## config.mk

```make
export PLATFORM = sky130hd
export DESIGN_NAME = fwd_unit
export DESIGN_NICKNAME = d
export VERILOG_FILES = /design/src/rtl/fwd_pkg.sv /design/src/rtl/fwd_hit.sv /design/src/rtl/fwd_op_sel.sv /design/src/rtl/fwd_st_path.sv /design/src/rtl/fwd_unit.sv
export SDC_FILE = /design/constraint.sdc
export NUM_CORES = 1
export LEC_CHECK = 0
export BUFFER_PORTS_ARGS = -buffer_cell sky130_fd_sc_hd__buf_4
export CAP_MARGIN = 20
export CORE_AREA = 8 8 108 110
export DETAILED_ROUTE_END_ITERATION = 7
export DIE_AREA = 0 0 116 118
export PLACE_DENSITY = 0.6
export SLEW_MARGIN = 10
export SYNTH_ARGS = -nofsm -noshare
export SYNTH_HDL_FRONTEND = slang
export SYNTH_SLANG_ARGS = --single-unit
```

## constraint.sdc

```tcl
create_clock -name vclk -period 7.4
set_clock_uncertainty 0.05 [all_clocks]
set_input_delay 1.85 -clock vclk [all_inputs]
set_output_delay 1.85 -clock vclk [all_outputs]
set_load 0.03 [all_outputs]
```

## src/rtl/fwd_pkg.sv

```systemverilog
`timescale 1ns/1ps
package fwd_pkg;
  typedef enum logic [1:0] {
    FWD_RF  = 2'b00,
    FWD_EXM = 2'b01,
    FWD_WB  = 2'b10
  } fwd_sel_e;
endpackage

```

## src/rtl/fwd_hit.sv

```systemverilog
`timescale 1ns/1ps
// Producer/consumer register match, qualified by write flag and nonzero dest
module fwd_hit #(
  parameter int REG_AW = 5
) (
  input  logic [REG_AW-1:0] src_i,
  input  logic [REG_AW-1:0] dst_i,
  input  logic              we_i,
  output logic              hit_o
);
  assign hit_o = we_i && (dst_i != '0) && (dst_i == src_i);
endmodule

```

## src/rtl/fwd_op_sel.sv

```systemverilog
`timescale 1ns/1ps
module fwd_op_sel
  import fwd_pkg::*;
#(
  parameter int XLEN   = 32,
  parameter int REG_AW = 5
) (
  input  logic [REG_AW-1:0] rs_i,
  input  logic [XLEN-1:0]   rf_data_i,
  input  logic [REG_AW-1:0] mem_rd_i,
  input  logic              mem_we_i,
  input  logic              mem_is_load_i,
  input  logic [XLEN-1:0]   mem_alu_res_i,
  input  logic [REG_AW-1:0] wb_rd_i,
  input  logic              wb_we_i,
  input  logic [XLEN-1:0]   wb_data_i,
  output fwd_sel_e          sel_o,
  output logic [XLEN-1:0]   data_o
);
  logic mem_hit, wb_hit;

  fwd_hit #(.REG_AW(REG_AW)) u_mem_hit (
    .src_i(rs_i), .dst_i(mem_rd_i), .we_i(mem_we_i), .hit_o(mem_hit)
  );
  fwd_hit #(.REG_AW(REG_AW)) u_wb_hit (
    .src_i(rs_i), .dst_i(wb_rd_i), .we_i(wb_we_i), .hit_o(wb_hit)
  );

  // Younger producer shadows older; a younger load blocks both (stall covers it)
  always_comb begin
    if (mem_hit)     sel_o = mem_is_load_i ? FWD_RF : FWD_EXM;
    else if (wb_hit) sel_o = FWD_WB;
    else             sel_o = FWD_RF;
  end

  always_comb begin
    unique case (sel_o)
      FWD_EXM: data_o = mem_alu_res_i;
      FWD_WB:  data_o = wb_data_i;
      default: data_o = rf_data_i;
    endcase
  end
endmodule

```

## src/rtl/fwd_st_path.sv

```systemverilog
`timescale 1ns/1ps
// Writeback-to-memory store data bypass for load followed by store
module fwd_st_path #(
  parameter int XLEN   = 32,
  parameter int REG_AW = 5
) (
  input  logic              mem_is_store_i,
  input  logic [REG_AW-1:0] mem_rs2_i,
  input  logic [XLEN-1:0]   mem_st_data_i,
  input  logic [REG_AW-1:0] wb_rd_i,
  input  logic              wb_we_i,
  input  logic              wb_is_load_i,
  input  logic [XLEN-1:0]   wb_data_i,
  output logic [XLEN-1:0]   st_data_o,
  output logic              st_fwd_o
);
  logic ld_we;
  assign ld_we = wb_we_i && wb_is_load_i && mem_is_store_i;

  fwd_hit #(.REG_AW(REG_AW)) u_st_hit (
    .src_i(mem_rs2_i), .dst_i(wb_rd_i), .we_i(ld_we), .hit_o(st_fwd_o)
  );

  assign st_data_o = st_fwd_o ? wb_data_i : mem_st_data_i;
endmodule

```

## src/rtl/fwd_unit.sv

```systemverilog
`timescale 1ns/1ps
module fwd_unit
  import fwd_pkg::*;
#(
  parameter int XLEN    = 32,
  parameter int REG_AW  = 5,
  parameter int NUM_OPS = 2
) (
  input  logic [NUM_OPS-1:0][REG_AW-1:0] ex_rs_i,
  input  logic [NUM_OPS-1:0][XLEN-1:0]   ex_rf_data_i,
  input  logic [REG_AW-1:0]              mem_rd_i,
  input  logic                           mem_we_i,
  input  logic                           mem_is_load_i,
  input  logic [XLEN-1:0]                mem_alu_res_i,
  input  logic                           mem_is_store_i,
  input  logic [REG_AW-1:0]              mem_rs2_i,
  input  logic [XLEN-1:0]                mem_st_data_i,
  input  logic [REG_AW-1:0]              wb_rd_i,
  input  logic                           wb_we_i,
  input  logic                           wb_is_load_i,
  input  logic [XLEN-1:0]                wb_data_i,
  output logic [NUM_OPS-1:0][1:0]        fwd_sel_o,
  output logic [NUM_OPS-1:0][XLEN-1:0]   op_data_o,
  output logic [XLEN-1:0]                st_data_o,
  output logic                           st_fwd_o
);
  for (genvar g = 0; g < NUM_OPS; g++) begin : g_op
    fwd_sel_e sel;
    fwd_op_sel #(.XLEN(XLEN), .REG_AW(REG_AW)) u_sel (
      .rs_i         (ex_rs_i[g]),
      .rf_data_i    (ex_rf_data_i[g]),
      .mem_rd_i     (mem_rd_i),
      .mem_we_i     (mem_we_i),
      .mem_is_load_i(mem_is_load_i),
      .mem_alu_res_i(mem_alu_res_i),
      .wb_rd_i      (wb_rd_i),
      .wb_we_i      (wb_we_i),
      .wb_data_i    (wb_data_i),
      .sel_o        (sel),
      .data_o       (op_data_o[g])
    );
    assign fwd_sel_o[g] = sel;
  end

  fwd_st_path #(.XLEN(XLEN), .REG_AW(REG_AW)) u_st (
    .mem_is_store_i(mem_is_store_i),
    .mem_rs2_i     (mem_rs2_i),
    .mem_st_data_i (mem_st_data_i),
    .wb_rd_i       (wb_rd_i),
    .wb_we_i       (wb_we_i),
    .wb_is_load_i  (wb_is_load_i),
    .wb_data_i     (wb_data_i),
    .st_data_o     (st_data_o),
    .st_fwd_o      (st_fwd_o)
  );
endmodule

```

# After elaboration in Yosys (flattened, before gate mapping)

Cells that the tools add are included.

Logic and storage cells: 29
Output and inout port bits: 101
Input port bits: 190
Register bits after elaboration: 0

Reductions and logical operators: 12
Mux-type cells: 8
Eq/ne operators: 9

Operator list:

| operator                                                         | count |
|---|---|
| 32-bit case mux with 2 select lines                              | 2 |
| 32-bit 2-to-1 mux                                                | 1 |
| 5-bit == test                                                    | 5 |
| 1-bit logical AND                                                | 10 |
| 5-bit nonzero test                                               | 2 |
| 2-bit 2-to-1 mux                                                 | 4 |
| 2-bit by 1-bit == test with 1-bit output (second input constant) | 2 |
| 2-bit == test (second input constant)                            | 2 |
| 1-bit 2-to-1 mux                                                 | 1 |

# Longest topological paths before layout

Depth after elaboration: 7
Depth in mapped cells: 7
Depth with buffers taken out: 6

# Cells and area by module

A second synthesis with hierarchy kept.

Cell total of the unflattened synthesis: 307
Area total of the unflattened synthesis: 3189.3 um2

By module, submodules not included:

| module      | sequential area each (um2) | area each (um2) | cells an instance | instances |
|---|---|---|---|---|
| fwd_op_sel  | 0.0                        | 1128.6          | 110               | 2 |
| fwd_st_path | 0.0                        | 550.5           | 37                | 1 |
| fwd_hit     | 0.0                        | 76.3            | 10                | 5 |

# Worst setup path before layout

OpenSTA, ideal clock, no wires.

Path type: input -> output
Start point: input port ex_rs_i[1] in the netlist's numbering
End point: output port op_data_o[1] in the netlist's numbering
Setup slack: 1.565 ns
Cell stages on the path: 7
Required time: 5.500 ns
Buffers on the path: 1
Data arrival time: 3.935 ns
Cell sequence: xor2_1 > nor4_1 > nand3_1 > inv_1 > a21oi_1 > buf_4 > a221oi_1

RTL lines:

| element            | line           | source |
|---|---|---|
| start: declaration | fwd_unit.sv:9  | `input logic [NUM_OPS-1:0][REG_AW-1:0] ex_rs_i,` |
| end: declaration   | fwd_unit.sv:23 | `output logic [NUM_OPS-1:0][XLEN-1:0] op_data_o,` |

==> metrics.txt <==
# TYPE chip_impl_metric gauge
chip_impl_info{name="status",value="completed"} 1
chip_impl_metric{name="synthToLayoutAreaGrowth",unit="%"} 96.1
chip_impl_metric{name="io-pin-count",unit=""} 291
chip_impl_metric{name="slew_viol_final",unit=""} 0
chip_impl_metric{name="synth_cells",unit=""} 368
chip_impl_metric{name="grtUsageMet1",unit="%"} 20.0
chip_impl_info{name="grt_setup_unrepaired",value="no"} 1
chip_impl_metric{name="seqCellArea",unit="um^2"} 0
chip_impl_metric{name="core_area",unit="um^2"} 10000
chip_impl_metric{name="cap_violations",unit=""} 0
chip_impl_metric{name="cts_resized",unit=""} 0
chip_impl_metric{name="detailroute.via_count",unit=""} 3581
chip_impl_metric{name="iteration_count_of_the_initial_detailed_routing_pass",unit=""} 4
chip_impl_metric{name="drt-total-wl",unit="um"} 13700
chip_impl_metric{name="max-vdd-ir-drop",unit="mV"} 0.0265
chip_impl_metric{name="power_switching_share",unit="%"} 52.3
chip_impl_metric{name="min_path_cells",unit=""} 4
chip_impl_metric{name="layout_setup_ws",unit="ns"} 1.25
chip_impl_metric{name="worst_pin_slew",unit="ns"} 1.03
chip_impl_metric{name="drc",unit=""} 0
chip_impl_metric{name="drt_iter0_markers",unit=""} 203
chip_impl_metric{name="pre_cts_slack",unit="ns"} 1.24
chip_impl_metric{name="critical_path_required",unit="ns"} 5.50
chip_impl_metric{name="detailedPlacementHpwl",unit="um"} 11700
chip_impl_metric{name="final-hold-violation-count",unit=""} 0
chip_impl_info{name="startpoint_of_the_most_critical_hold_path",value="mem_st_data_i[21]"} 1
chip_impl_metric{name="comb_power_share",unit="%"} 100.0
chip_impl_metric{name="grt_use_met2",unit="%"} 34.9
chip_impl_metric{name="viasPerCell",unit=""} 4.63
chip_impl_metric{name="synth_area",unit="um^2"} 2350
chip_impl_metric{name="ctsHoldBuffers",unit=""} 0
chip_impl_metric{name="holdWs",unit="ns"} 3.98
chip_impl_metric{name="grt.total_usage",unit="%"} 18.2
chip_impl_metric{name="globalRouteMet3Util",unit="%"} 3.80
chip_impl_metric{name="ant_nets",unit=""} 0
chip_impl_info{name="element_type_at_the_critical_path_end",value="output port"} 1
chip_impl_metric{name="dieWidth",unit="um"} 116
chip_impl_metric{name="fp.dieArea",unit="um^2"} 13700
chip_impl_metric{name="final.min_clock_period",unit="ns"} 6.15
chip_impl_info{name="post-synth-top-area-cell",value="a221oi_2"} 1
chip_impl_metric{name="antennaDiodeCount",unit=""} 0
chip_impl_metric{name="filler_cell_count",unit=""} 1043
chip_impl_metric{name="timing.critical_path.arrival",unit="ns"} 4.25
chip_impl_metric{name="worst-path-buf-inv",unit=""} 3
chip_impl_metric{name="synth.net_count",unit=""} 558
chip_impl_metric{name="timing.setup.tns",unit="ns"} 0
chip_impl_info{name="crit_type",value="in -> out"} 1
chip_impl_metric{name="yosys_warnings",unit=""} 0
chip_impl_metric{name="seq_power_share",unit="%"} 0
chip_impl_info{name="timing.hold.worst_endpoint",value="st_data_o[21]"} 1
chip_impl_metric{name="layout.sequential_cells",unit=""} 0
chip_impl_info{name="worst_setup_start_kind",value="input pin"} 1
chip_impl_metric{name="final_wtd_congestion",unit=""} 0.878
chip_impl_info{name="critical_path.cell_chain",value="buf_4 > xnor2_1 > nand3_1 > nor4_1 > and2_2 > buf_4 > a221oi_2 > buf_4"} 1
chip_impl_info{name="grt_busiest_layer",value="met2"} 1
chip_impl_metric{name="synth_seq_area_share",unit="%"} 0
chip_impl_metric{name="cp_max_fo",unit=""} 18
chip_impl_metric{name="wire_length_of_the_first_global_routing_pass",unit="um"} 20400
chip_impl_metric{name="synthDistinctLibCells",unit=""} 22
chip_impl_metric{name="net-switching-power",unit="W"} 0.000159
chip_impl_metric{name="fp.dieH",unit="um"} 118
chip_impl_metric{name="post_cts.repair.setup_buffers",unit=""} 0
chip_impl_info{name="ys_top_cells_by_area",value="a221oi_2 37%, inv_1 16%, nor2_1 11%, o21ai_0 6.8%, nand2_1 5.1%"} 1
chip_impl_metric{name="wl_per_cell",unit="um"} 17.6
chip_impl_info{name="hold_class",value="in -> out"} 1
chip_impl_metric{name="synth_area_per_cell",unit="um^2"} 6.40
chip_impl_metric{name="power.density",unit="nW/um^2"} 66.0
chip_impl_metric{name="number_of_antenna_violations_at_the_first_check_in_global_routing",unit=""} 0
chip_impl_metric{name="gr-total-overflow",unit=""} 0
chip_impl_metric{name="finalSetupViolations",unit=""} 0
chip_impl_metric{name="pwr-share-clk",unit="%"} 0
chip_impl_metric{name="nets",unit=""} 830
chip_impl_metric{name="fmaxAchievable",unit="MHz"} 163
chip_impl_metric{name="grt_pass1_vias",unit=""} 3745
chip_impl_metric{name="drive_above_1_share",unit="%"} 56.6
chip_impl_metric{name="start_util",unit="%"} 23.5
chip_impl_info{name="critical_path.slowest_cell",value="and2_2"} 1
chip_impl_metric{name="synth.top_cell.area_share",unit="%"} 37.0
chip_impl_metric{name="largest_net_degree_at_the_start_of_global_routing",unit=""} 66
chip_impl_metric{name="placementRows",unit=""} 37
chip_impl_metric{name="worst_slew_margin_rel",unit="%"} 31.6
chip_impl_info{name="most_common_cell_type_on_the_critical_path",value="buf_4"} 1
chip_impl_metric{name="timing.final.crit_share",unit="%"} 83.1
chip_impl_metric{name="intPower",unit="W"} 0.000145
chip_impl_metric{name="p_leak",unit="nW"} 2.61
chip_impl_info{name="crit_family",value="simple AND/OR/NAND/NOR gates"} 1
chip_impl_metric{name="port_buffers",unit=""} 291
chip_impl_metric{name="slowest_delay",unit="ns"} 0.65
chip_impl_metric{name="clock_buffer_count",unit=""} 0
==> cells by family (layout without fill, tap and decap cells) <==
| logic type | after synthesis | after routing | synth area share (%) |
|---|---|---|---|
| AO/OA/AOI/OAI | 101 | 101 | 47.3 |
| AND/OR/NAND/NOR | 115 | 115 | 19.9 |
| XOR/XNOR | 25 | 25 | 9.30 |
| buffers and inverters | 127 | 397 | 23.4 |
==> stage by stage <==
step / total power (W) / util [%] / area, um^2 / std cells
3_3_place_gp: 0.000303 / 46.2 / 4620 / 774
2_1_floorplan: 0.000151 / - / 2350 / 368
6_report: 0.000305 / 46.2 / 4620 / 774
5_1_grt: 0.000324 / 46.2 / 4620 / 774
3_5_place_dp: 0.000306 / 46.2 / 4620 / 774
4_1_cts: 0.000307 / 46.2 / 4620 / 774
==> power groups by stage <==
| stage | logic, W | registers, W | clock network (W) |
|---|---|---|---|
| 2_1_floorplan | 0.000151 | 0 | 0 |
| 3_5_place_dp | 0.000306 | 0 | 0 |
| 3_3_place_gp | 0.000303 | 0 | 0 |
| 5_1_grt | 0.000324 | 0 | 0 |
| 6_report | 0.000305 | 0 | 0 |
| 4_1_cts | 0.000307 | 0 | 0 |
==> worst max path at each step <==
| stage | start | to | slack, ns | cells after the start |
|---|---|---|---|---|
| floorplan | ex_rs_i[1] | op_data_o[1] | 1.56 | 7 |
| global placement | wb_rd_i[1] | op_data_o[46] | 1.27 | 8 |
| detailed placement | wb_rd_i[0] | op_data_o[47] | 1.24 | 8 |
| CTS | wb_rd_i[0] | op_data_o[47] | 1.23 | 8 |
| global route | wb_rd_i[0] | op_data_o[47] | 1.08 | 8 |
| finish | wb_rd_i[0] | op_data_o[47] | 1.25 | 8 |
==> final cells by class <==
class / instances / area (um^2) / area share, %
multi-input combinational: 241 / 1830 / 39.6
tap: 136 / 170 / 3.69
timing repair buffer: 297 / 2240 / 48.6
inverter: 100 / 375 / 8.13
==> synth_stat cells <==
cell / count
a21boi_0: 1
a21oi_1: 3
a221oi_1: 6
a221oi_2: 58
and2_1: 2
buf_2: 6
buf_4: 6
buf_6: 6
clkbuf_1: 9
inv_1: 100
nand2_1: 32
nand2b_1: 1
nand3_1: 5
nand4_1: 3
nor2_1: 66
nor4_1: 4
o21ai_0: 32
o21ai_2: 1
or3_1: 1
or4_1: 1
xnor2_1: 13
xor2_1: 12
==> metal layers <==
layer  vias up  share of wire, %  routed length [um]
met5         -                 0                   0
met4         0               1.4                 195
met3        14               8.7                1190
met2       183                52                7060
met1      1611                38                5210
li1       1773                 -                   -
==> layout by cell type (no fill, tap or decap) <==
master / count
a21oi_4: 2
xnor2_1: 13
a21oi_1: 1
nor2_1: 66
nor4_1: 4
or3_2: 1
xor2_1: 12
a221oi_1: 6
nand4_1: 3
buf_4: 296
a21boi_0: 1
inv_1: 100
or4_1: 1
o21ai_0: 32
buf_12: 1
nand2b_1: 1
a221oi_2: 58
nand3_1: 5
and2_2: 2
nand2_1: 32
o21ai_2: 1
No activity file was read; power rests on OpenSTA's default activity.
